$ cat config.mk
export PLATFORM = sky130hd
export DESIGN_NAME = jdiv_top
export DESIGN_NICKNAME = d
export VERILOG_FILES = /design/src/rtl/jdiv_pkg.sv /design/src/rtl/jdiv_tap_sel.sv /design/src/rtl/jdiv_stages.sv /design/src/rtl/jdiv_top.sv
export SDC_FILE = /design/constraint.sdc
export NUM_CORES = 1
export LEC_CHECK = 0
export ABC_AREA = 1
export BUFFER_PORTS_ARGS = -buffer_cell sky130_fd_sc_hd__buf_2
export CORE_MARGIN = 2
export CORE_UTILIZATION = 48
export DETAILED_ROUTE_END_ITERATION = 7
export PLACE_DENSITY = 0.76
export SLEW_MARGIN = 20
export SYNTH_ARGS = -nofsm -noshare
export SYNTH_HDL_FRONTEND = slang
export SYNTH_SLANG_ARGS = --single-unit
$ cat constraint.sdc
create_clock -name clk_i -period 3.6 [get_ports clk_i]
set_input_delay 0.72 -clock clk_i [delete_from_list [all_inputs] [get_ports clk_i]]
set_output_delay 0.72 -clock clk_i [all_outputs]
set_load 0.02 [all_outputs]
$ cat src/rtl/jdiv_pkg.sv
package jdiv_pkg;
  localparam int STAGES = 5;
  localparam int RW     = 4;
  localparam int MAXR   = 2 * STAGES;

  typedef struct packed {
    logic [RW-1:0] half;  // active stage count N
    logic          odd;
  } ratio_t;

  function automatic ratio_t decode_ratio(input logic [RW-1:0] code);
    ratio_t r;
    logic [RW-1:0] eff;
    if (code < 2 || code > RW'(MAXR)) eff = RW'(MAXR);
    else eff = code;
    r.odd  = eff[0];
    r.half = (eff + 1) >> 1;
    return r;
  endfunction
endpackage

$ cat src/rtl/jdiv_tap_sel.sv
module jdiv_tap_sel
  import jdiv_pkg::*;
#(
  parameter int N_ST = STAGES
) (
  input  logic [N_ST-1:0] q_i,
  input  logic [RW-1:0]   ratio_i,
  output logic            d_o,
  output logic            legal_o,
  output logic [RW-1:0]   tap_o
);
  ratio_t rs;
  logic   hi_tap, lo_tap;
  int     trans;
  logic   all1;

  always_comb begin
    rs     = decode_ratio(ratio_i);
    tap_o  = rs.half - 1'b1;
    hi_tap = q_i[tap_o];
    lo_tap = (rs.half >= 2) ? q_i[rs.half - 2] : 1'b0;
    if (rs.odd) d_o = ~(hi_tap | lo_tap);
    else        d_o = ~hi_tap;
  end

  always_comb begin
    trans = 0;
    all1  = q_i[0];
    for (int i = 1; i < N_ST; i++) begin
      if (i < int'(rs.half)) begin
        if (q_i[i] != q_i[i-1]) trans = trans + 1;
        all1 = all1 & q_i[i];
      end
    end
    legal_o = (trans <= 1) && !(rs.odd && all1);
  end
endmodule

$ cat src/rtl/jdiv_stages.sv
module jdiv_stages
  import jdiv_pkg::*;
#(
  parameter int N_ST = STAGES
) (
  input  logic            clk_i,
  input  logic            rst_i,
  input  logic            preset_i,
  input  logic [N_ST-1:0] jam_i,
  input  logic            d_i,
  input  logic            legal_i,
  output logic [N_ST-1:0] q_o,
  output logic [N_ST-1:0] nxt_o
);
  always_comb begin
    if (rst_i)         nxt_o = '0;
    else if (preset_i) nxt_o = jam_i;
    else if (!legal_i) nxt_o = '0;
    else               nxt_o = {q_o[N_ST-2:0], d_i};
  end

  always_ff @(posedge clk_i) q_o <= nxt_o;
endmodule

$ cat src/rtl/jdiv_top.sv
module jdiv_top
  import jdiv_pkg::*;
(
  input  logic              clk_i,
  input  logic              rst_i,
  input  logic              preset_i,
  input  logic [STAGES-1:0] jam_i,
  input  logic [RW-1:0]     ratio_i,
  output logic [STAGES-1:0] stage_o,
  output logic              divclk_o
);
  logic              d_w, legal_w;
  logic [RW-1:0]     tap_w;
  logic [STAGES-1:0] nxt_w;

  jdiv_tap_sel #(.N_ST(STAGES)) u_tap (
    .q_i(stage_o), .ratio_i(ratio_i), .d_o(d_w), .legal_o(legal_w), .tap_o(tap_w)
  );

  jdiv_stages #(.N_ST(STAGES)) u_stg (
    .clk_i(clk_i), .rst_i(rst_i), .preset_i(preset_i), .jam_i(jam_i),
    .d_i(d_w), .legal_i(legal_w), .q_o(stage_o), .nxt_o(nxt_w)
  );

  always_ff @(posedge clk_i) begin
    if (rst_i) divclk_o <= 1'b0;
    else       divclk_o <= nxt_w[tap_w];
  end
endmodule

; ---- Word-level counts from Yosys, hierarchy flattened
; Index checks and enable logic that the tools add are counted.
[totals]
reg_bits = 6
in_bits = 12
[classes]
bitwise_logic = 7
n_eq_ne = 4
muxes = 24
n_lt_le_gt_ge = 10
n_reduce_logical = 4
add_sub_neg = 6
[op_table]
columns = operator, n
row1 = 32-bit 2-to-1 mux, 7
row2 = 32-bit by 2-bit adder with 32-bit output (second input constant), 3
row3 = 32-bit by 2-bit <= comparator with 1-bit output (second input constant), 1
row4 = 32-bit by 4-bit < comparator with 1-bit output (second input constant), 1
row5 = 5-bit 2-to-1 mux, 3
row6 = 1-bit 2-to-1 mux, 10
row7 = 1-bit binary-select mux with 3-bit select, 3
row8 = 2-bit by 4-bit < comparator with 1-bit output (first input constant), 2
row9 = 4-bit by 1-bit adder with 5-bit output (second input constant), 1
row10 = 4-bit by 2-bit subtractor with 5-bit output (second input constant), 1
row11 = 1-bit AND, 4
row12 = 4-bit by 2-bit greater-or-equal comparator with 1-bit output (second input constant), 1
row13 = 4-bit greater-than comparator (second input constant), 1
row14 = 1-bit by 4-bit < comparator with 1-bit output (first input constant), 1
row15 = 3-bit by 4-bit < comparator with 1-bit output (first input constant), 1
row16 = 4-bit by 2-bit < comparator with 1-bit output (second input constant), 1
row17 = 4-bit < comparator (second input constant), 1
row18 = 4-bit 2-to-1 mux, 1
row19 = 1-bit != test, 4
row20 = 4-bit by 1-bit subtractor with 4-bit output (second input constant), 1
row21 = 1-bit logical AND, 2
row22 = 1-bit inverter, 2
row23 = 1-bit logical NOT, 1
row24 = 1-bit logical OR, 1
row25 = 1-bit bitwise OR, 1

; ---- Logic depth before layout (Yosys ltp)
; Gate-level depths: netlist of the first run.
[depth]
word_depth = 22
depth_mapped = 31
ltp_nobuf = 31

; ---- Modules after synthesis
; A second synthesis of the first run with hierarchy kept.
[hier_totals]
hier_cells = 158
area_unflattened_um2 = 920.9
[by_module_without_submodules]
columns = mod, cells_each, instances, area_per_inst_um2
row1 = jdiv_tap_sel, 119, 1, 654.4
row2 = jdiv_stages, 21, 1, 172.7
row3 = jdiv_top, 18, 1, 93.8

; ---- Worst setup path after synthesis of the first run
; No wires, ideal clock.
[synth_timing]
path_kind = input -> register
startpoint = input port ratio_i[1]
endpoint = register divclk_o
stages = 26
setup_slack_ns = 0.159
arrival_ns = 3.383
required_time_ns = 3.542
setup_ns = 0.058
path_cell_list = o21ai_0 -> nand2_1 -> nand2_1 -> inv_1 -> ha_1 -> nand3_1 -> nand2_1 -> ha_1 -> or2_2 -> nand3_2 -> nand2_1 -> nand2_2 -> nand2_1 -> xor2_1 -> ha_1 -> nor2_1 -> nand2_1 -> nand2_4 -> nand3_2 -> nand2_1 -> nand2_1 -> nand2_1 -> nand2_1 -> nor2_1 -> nand2_1 -> nand2_1
[synth_via]
elab_chain_cells = 22
elab_cells_between_ends = 47
classes_between = add/sub: 6 / order compare: 8 / mux: 23 / bitwise: 6 / reduce/logical: 4
[synth_rtl]
columns = item, line_no
row1 = "start, declared", jdiv_top.sv:8  ; input logic [RW-1:0] ratio_i,
row2 = 4-bit by 2-bit < comparator with 1-bit output / 4-bit greater-than comparator (equally long branches), jdiv_pkg.sv:14  ; if (code < 2 || code > RW'(MAXR)) eff = RW'(MAXR);
row3 = 1-bit logical OR, jdiv_pkg.sv:14
row4 = 4-bit 2-to-1 mux (*), jdiv_pkg.sv:14
row5 = 4-bit by 1-bit adder with 5-bit output, jdiv_pkg.sv:17  ; r.half = (eff + 1) >> 1;
row6 = 1-bit by 4-bit < comparator with 1-bit output, jdiv_tap_sel.sv:30  ; if (i < int'(rs.half)) begin
row7 = 32-bit 2-to-1 mux, jdiv_tap_sel.sv:30
row8 = 32-bit by 2-bit adder with 32-bit output, jdiv_tap_sel.sv:31  ; if (q_i[i] != q_i[i-1]) trans = trans + 1;
row9 = 32-bit 2-to-1 mux, jdiv_tap_sel.sv:31
row10 = [... 6 more ...], n/a
row11 = 32-bit 2-to-1 mux, jdiv_tap_sel.sv:30
row12 = 32-bit by 2-bit <= comparator with 1-bit output, jdiv_tap_sel.sv:35  ; legal_o = (trans <= 1) && !(rs.odd && all1);
row13 = 1-bit logical AND, jdiv_tap_sel.sv:35
row14 = 5-bit 2-to-1 mux, jdiv_stages.sv:18  ; else if (!legal_i) nxt_o = '0;
row15 = 5-bit 2-to-1 mux, jdiv_stages.sv:17  ; else if (preset_i) nxt_o = jam_i;
row16 = 5-bit 2-to-1 mux, jdiv_stages.sv:16  ; if (rst_i) nxt_o = '0;
row17 = 1-bit binary-select mux with 3-bit select (*), jdiv_top.sv:27  ; else divclk_o <= nxt_w[tap_w];
row18 = 1-bit 2-to-1 mux (implied by the code) (*), jdiv_top.sv:27
row19 = "end signal, assigned", jdiv_top.sv:27
row20 = "end, declared", jdiv_top.sv:10  ; output logic divclk_o
; Every way passes the cells marked *; elsewhere a longest branch is shown, timed or not. The select of a mux whose other input is x is not followed.
; A chain may end at the register's enable or synchronous reset.

; ---- Worst setup path after layout of the first run
[layout_timing]
startpoint = input port ratio_i[3]
endpoint = register divclk_o
; The elaborated chain is that of the path after synthesis.

==> results.tsv, run 1 <==
stage	metric	value	unit
synthesis	post-synth top area cell	nand2_1	
global_route	total grt overflow	0	
synthesis	Distinct cells, synth	25	
power	Peak VDD IR	0.000189	V
synthesis	Synth Flop Type	dfxtp_1	
synthesis	Area contributors post-synth	nand2_1, dfxtp_1, ha_1, inv_1, nor2_1	
synthesis	Post-synth EDFFs	0	
die	# IOs	18	
routing	drt wl/cell	11.3	µm
routing	drt total wl	2400	µm
synthesis	mean post-synth cell area	5.94	µm²
sta	fin crit share	92.9	%
critical_path	cell at the slowest stage of the critical path	ha_1	
critical_path	CP startpoint kind	primary input	
synthesis	YS warnings	0	
die	Core ar.	1710	µm²
routing	routed length on met2	1200	µm
finish	Filler cells	135	
clocking	CTS root buffer	clkbuf_4	
flow_run	max_cap viols	0	
clocking	worst-skew pair later-pin latency	0.25	ns
sta	max-slew violation total from the final report	0	
routing	Post-DRT Antenna Nets	0	
synthesis	Synth Instances	146	
critical_path	Top delay family on crit path	simple AND/OR/NAND/NOR gates	
clocking	Reg clk slew, reported paths	0.05	ns
synthesis	top cell type's share of synthesized area	19.0	%
placement	I/O Buffers	17	
routing	DRC viols	0	
synthesis	synthesized net count	166	
finish	area of the multi-input gates	716	µm²
die	Die Y	46.5	µm
die	placement row count	15	
sta	relative slew slack	82.8	%
sta	minimum clock period after layout	3.35	ns
power	Static Leak	0.000668	µW
sta	skew final	0.00783	ns
finish	area delta synth->final	42.3	%
routing	First DRT Iteration DRCs	39	
synthesis	Post-Syn Area	867	µm²
global_route	first-pass GRT wire length	3700	µm
critical_path	CP arrival	3.55	ns
critical_path	CP max FO	5	
global_route	number of global-route vias before repair	955	
power	pwr dens	293	nW/µm²
clocking	hold-fix buffers at CTS	0	
sta	final hold viol count	0	
min_path	worst min path class	reg -> reg	
routing	DR vias	1049	
finish	proportion of layout cells with a drive suffix above 1	40.4	%
die	Die Width	46.5	µm
routing	1st-pass router iterations	4	
critical_path	Buf/Inv on CP	7	
finish	n_diodes	0	
critical_path	CP peak stage delay	0.29	ns
sta	Achievable Freq	0.299	GHz
synthesis	Seq cells post-synth	6	
finish	Post-Layout Cell Count	213	
clocking	total CTS buffers	3	
clocking	H-tree Lvls	1	
sta	Setup Viol. Count Final	0	
global_route	Total GRT Usage	23.8	%
finish	most frequent cells in the layout	nand2_1, buf_4, inv_1	
finish	most common cell after layout, fill and taps aside	nand2_1	
die	Initial Utilization	50.8	%
critical_path	Crit path required time	3.80	ns
critical_path	critical path type	in -> reg	
synthesis	Seq/Total Area, Yosys	13.9	%
clocking	CTS Buffer Depth	2	
critical_path	CP endpoint kind	register	
global_route	initial antenna violation count	0	
routing	M1 WL	1030	µm
placement	placed cells	210	
finish	fin nets	210	
synthesis	Synth async-reset ratio	0	%
clocking	clk sink count	6	
global_route	pin count of the biggest net entering global routing	10	
placement	dpl hpwl	1890	µm
finish	Register Area	120	µm²
routing	Routed met3 length	140	µm
clocking	CTS tree	yes	
critical_path	most frequent CP cell	nand2_1	
routing	DR top layer	met4	
finish	Layout Utilization	72.2	%
sta	Worst-Margin Slew	0.257	ns
die	die footprint	2160	µm²
placement	gpl congestion	0.813	
status	outcome	finished clean	
routing	vias per cell	4.92	
## cell usage after synthesis, types with 2 or more instances
master,instances
nand2_4,2
inv_1,20
nand2_1,44
o21ai_0,3
nor2_1,16
inv_2,3
o21ai_2,2
nand3_2,5
a21oi_1,11
nand2_2,4
ha_1,8
nand3_1,10
dfxtp_1,6
## cells by family (layout without fill, tap and decap cells)
logic type,after synthesis,in the layout,share of synthesized area (%)
fa+ha+maj,8,8,11.5
flops,6,6,13.9
simple gates,89,89,51.5
xor+xnor,1,1,1.01
compound gates,18,18,11.5
buf+inv,24,66,10.5
## final cells by class
class	instances	area share [%]
Tap cell	25	2.54
Timing Repair Buffer	40	20.9
Clock buffer	3	1.83
Inverter	23	7.00
Sequential cell	6	9.74
Multi-Input combinational cell	116	58.0
## stage by stage
step	hold slack (ns)	TNS [ns]	worst slack [ns]	power (µW)	area (µm²)
2_1_floorplan	0.635	0	0.159	203	867
3_3_place_gp	0.625	-0.168	-0.126	272	1150
3_5_place_dp	0.635	-0.774	-0.229	281	1150
4_1_cts	0.633	0	0.0231	347	1170
5_1_grt	0.674	-0.0176	-0.0176	390	1230
6_report	0.644	0	0.254	362	1230
## state kept, by name (all words and copies together) (netlist names)
signal / cells
u_stg.q_o: 5
divclk_o: 1
## where the power goes
part           internal (µW)  leakage [µW]  total [µW]  switching [µW]
Sequential              72.5     0.0000495        78.6            6.15
Clock                   37.9     0.0000138        65.3            27.4
Combinational           95.8      0.000605         218             122
Total                    206      0.000668         362             156
## worst min-delay path, stage by stage (launching register included)
cell and delay, ns:
dfxtp_1 0.37, nand4_1 0.14, a21oi_1 0.08
## metal layers
| metal | vias up | track usage [%] |
|---|---|---|
| met3 | 6 | 2.75 |
| li1 | 544 | - |
| met1 | 456 | 28.2 |
| met2 | 43 | 41.7 |
| met5 | - | 0 |
| met4 | 0 | 11.4 |
## timing repair
| action | in CTS | in global routing |
|---|---|---|
| setup buffers | 0 | 0 |
| resized for setup | 0 | 18 |
| endpoints found under the setup margin | 0 | 6 |
## final timing paths
kind / cells past startpoint / endpoint / from / slack (ns)
max: 32 / divclk_o / ratio_i[3] / 0.25
min: 2 / u_stg.q_o[4] / u_stg.q_o[3] / 0.64
max reg2reg: 20 / divclk_o / u_stg.q_o[2] / 1.36
min reg2reg: 2 / u_stg.q_o[4] / u_stg.q_o[3] / 0.64
No activity file was read; power rests on OpenSTA's default activity.
==> run 2: changes to the inputs <==
CORE_MARGIN = not set   (was 2)
==> run 2 against run 1 <==
Net effect: first-iteration DRC count decreased by 10%; clock-buffer cell count is the same; core utilization down 0.18 points; via count fell by 3.9%; sequential power barely moved; global-route usage up 0.63 points; clock power increased by 3%; non-clock buffer count decreased by 9; hold slack got worse by 0.0043 ns; cell area is 6.9% lower; sequential cell count did not move.
==> results.tsv, run 2 (same netlist as run 1, synthesis figures left out) <==
stage	metric	value	unit	change
routing	drt total wl	2130	µm	-11%
finish	Filler cells	140		+3.7%
finish	fin nets	201		-4.3%
die	Die Width	44.5	µm	-4.3%
min_path	hold path start	u_stg.q_o[3]		
critical_path	CP endpoint kind	register		
routing	DRC viols	0		unchanged
critical_path	Buf/Inv on CP	4		-3
critical_path	CP startpoint kind	primary input		
clocking	H-tree Lvls	1		unchanged
sta	Setup Viol. Count Final	0		unchanged
power	Static Leak	0.000626	µW	-6.2%
sta	fin crit share	91.6	%	-1.3 points
critical_path	critical path type	in -> reg		
critical_path	R2R Path Start	u_stg.q_o[2]		
clocking	hold-fix buffers at CTS	0		unchanged
finish	most common cell after layout, fill and taps aside	nand2_1		
power	Peak VDD IR	0.000173	V	-8.5%
global_route	pin count of the biggest net entering global routing	13		+3
global_route	initial antenna violation count	0		unchanged
sta	minimum clock period after layout	3.30	ns	-0.0482 ns
routing	First DRT Iteration DRCs	35		-10%
critical_path	cell at the slowest stage of the critical path	ha_1		
critical_path	Top delay family on crit path	simple AND/OR/NAND/NOR gates		
critical_path	R2R depth	20		unchanged
clocking	clk sink count	6		unchanged
sta	Worst-Margin Slew	0.228	ns	-0.0295 ns
critical_path	CP max FO	5		unchanged
die	Core ar.	1590	µm²	-6.7%
finish	n_diodes	0		unchanged
critical_path	R2R Path End	divclk_o		
die	# IOs	18		unchanged
clocking	Setup Fix Bufs, Post-CTS	0		unchanged
placement	I/O Buffers	17		unchanged
routing	drt wl/cell	10.5	µm	-6.7%
clocking	CTS Buffer Depth	2		unchanged
critical_path	CP Launch Point	ratio_i[3]		
global_route	total grt overflow	0		unchanged
critical_path	most frequent CP cell	nand2_1		
routing	Post-DRT Antenna Nets	0		unchanged
min_path	worst min path class	reg -> reg		
finish	proportion of layout cells with a drive suffix above 1	36.3	%	-4.1 points
finish	Largest Register	u_stg.q_o		
status	outcome	finished clean		
power	pwr dens	295	nW/µm²	+0.59%
global_route	first-pass GRT wire length	3620	µm	-2.2%
finish	largest registers	u_stg.q_o x5, divclk_o x1		
flow_run	max_cap viols	0		unchanged
clocking	Reg clk slew, reported paths	0.05	ns	about the same
placement	dpl ws	-0.152	ns	+0.0772 ns
min_path	hold-critical path depth	2		unchanged
critical_path	Reg2Reg Setup Slack	1.37	ns	about the same
placement	dpl hpwl	1710	µm	-9.4%
min_path	Worst Hold End	u_stg.q_o[4]		
critical_path	CP peak stage delay	0.29	ns	about the same
routing	1st-pass router iterations	4		unchanged
clocking	CTS root buffer	clkbuf_4		
die	Initial Utilization	54.4	%	+3.6 points
sta	Final WS setup	0.302	ns	+0.0482 ns
global_route	number of global-route vias before repair	934		-2.2%
critical_path	CP arrival	3.50	ns	-0.05 ns
placement	gpl congestion	0.834		+2.6%
power	Total Power	339	µW	-6.3%
sta	total negative slack	0	ns	unchanged
finish	area delta synth->final	32.5	%	
die	die footprint	1980	µm²	-8.4%
critical_path	Crit path required time	3.80	ns	about the same
die	Die Y	44.5	µm	-4.3%
finish	max FFs per register	5		unchanged
sta	max-slew violation total from the final report	0		unchanged
routing	DR vias	1008		-3.9%
placement	DP Area	1080	µm²	-6.0%
finish	post-route cell area	1150	µm²	-6.9%
finish	most frequent cells in the layout	nand2_1, inv_1, buf_2		
sta	final hold viol count	0		unchanged
sta	relative slew slack	84.7	%	+1.8 points
clocking	total CTS buffers	3		unchanged
sta	skew final	0.000321	ns	-0.00751 ns
clocking	CTS tree	yes		
die	placement row count	14		-1
routing	vias per cell	4.97		+0.83%
sta	Achievable Freq	0.303	GHz	+1.5%
clocking	worst-skew pair later-pin latency	0.25	ns	about the same
global_route	Total GRT Usage	24.4	%	+0.63 points
sta	final hold slack	0.639	ns	-0.00431 ns
run 2: cell types whose count changed in the layout (fill, tap and decap cells not counted):
cell,before,now
inv_1,19,20
o21ai_2,2,3
o21ai_1,2,1
nor2_2,1,2
buf_4,23,14
nand2_2,10,8
nor2_4,2,1
ha_2,1,2
nand2_1,37,39
inv_2,4,3
ha_4,1,0
run 2: worst max path at each step:
stage | to | slack [ns] | cells after the start
2_1_floorplan | divclk_o | 0.16 | 26
3_3_place_gp | divclk_o | -0.03 | 27
3_5_place_dp | divclk_o | -0.15 | 27
4_1_cts | divclk_o | 0.11 | 27
5_1_grt | divclk_o | -0.02 | 30
6_report | divclk_o | 0.30 | 30
run 2: power breakdown:
group / internal [µW] / switching, µW
clock: 38.0 / 29.1
combinational: 80.8 / 112
sequential: 72.5 / 6.13
total: 191 / 147
run 2: stage by stage:
| stage | utilization (%) | cells |
|---|---|---|
| 4_1_cts | 69.3 | 203 |
| 3_5_place_dp | 67.9 | 200 |
| 2_1_floorplan | - | 146 |
| 3_3_place_gp | 67.9 | 200 |
| 5_1_grt | 72.1 | 203 |
| 6_report | 72.1 | 203 |
run 2: what timing repair did:
action,CTS,global route
setup endpoints to repair,0,6
gates resized for setup,0,14
hold endpoints to repair,0,0
run 2: per-layer routing:
| layer | routed length [µm] | global-route usage [%] |
|---|---|---|
| met5 | 0 | 0 |
| met4 | 10 | 4.85 |
| met3 | 92 | 7.76 |
| met2 | 1030 | 42.6 |
| met1 | 998 | 29.2 |
run 2: final cells by class:
type,count,area [µm²],share of cell area [%]
Clock buffer,3,22.5,1.96
Sequential cell,6,120,10.5
Tap cell,24,30.0,2.61
Inverter,23,86.3,7.52
Timing Repair Buffer,31,190,16.6
Multi-Input combinational cell,116,699,60.9
run 2: worst register-to-register path, delay by kind of cell, from the launching register on:
family	cells	cell delay, ns
fa+ha+maj	1	0.29
simple gates	16	1.15
buf+inv	2	0.18
xor+xnor	1	0.15
flops	1	0.42
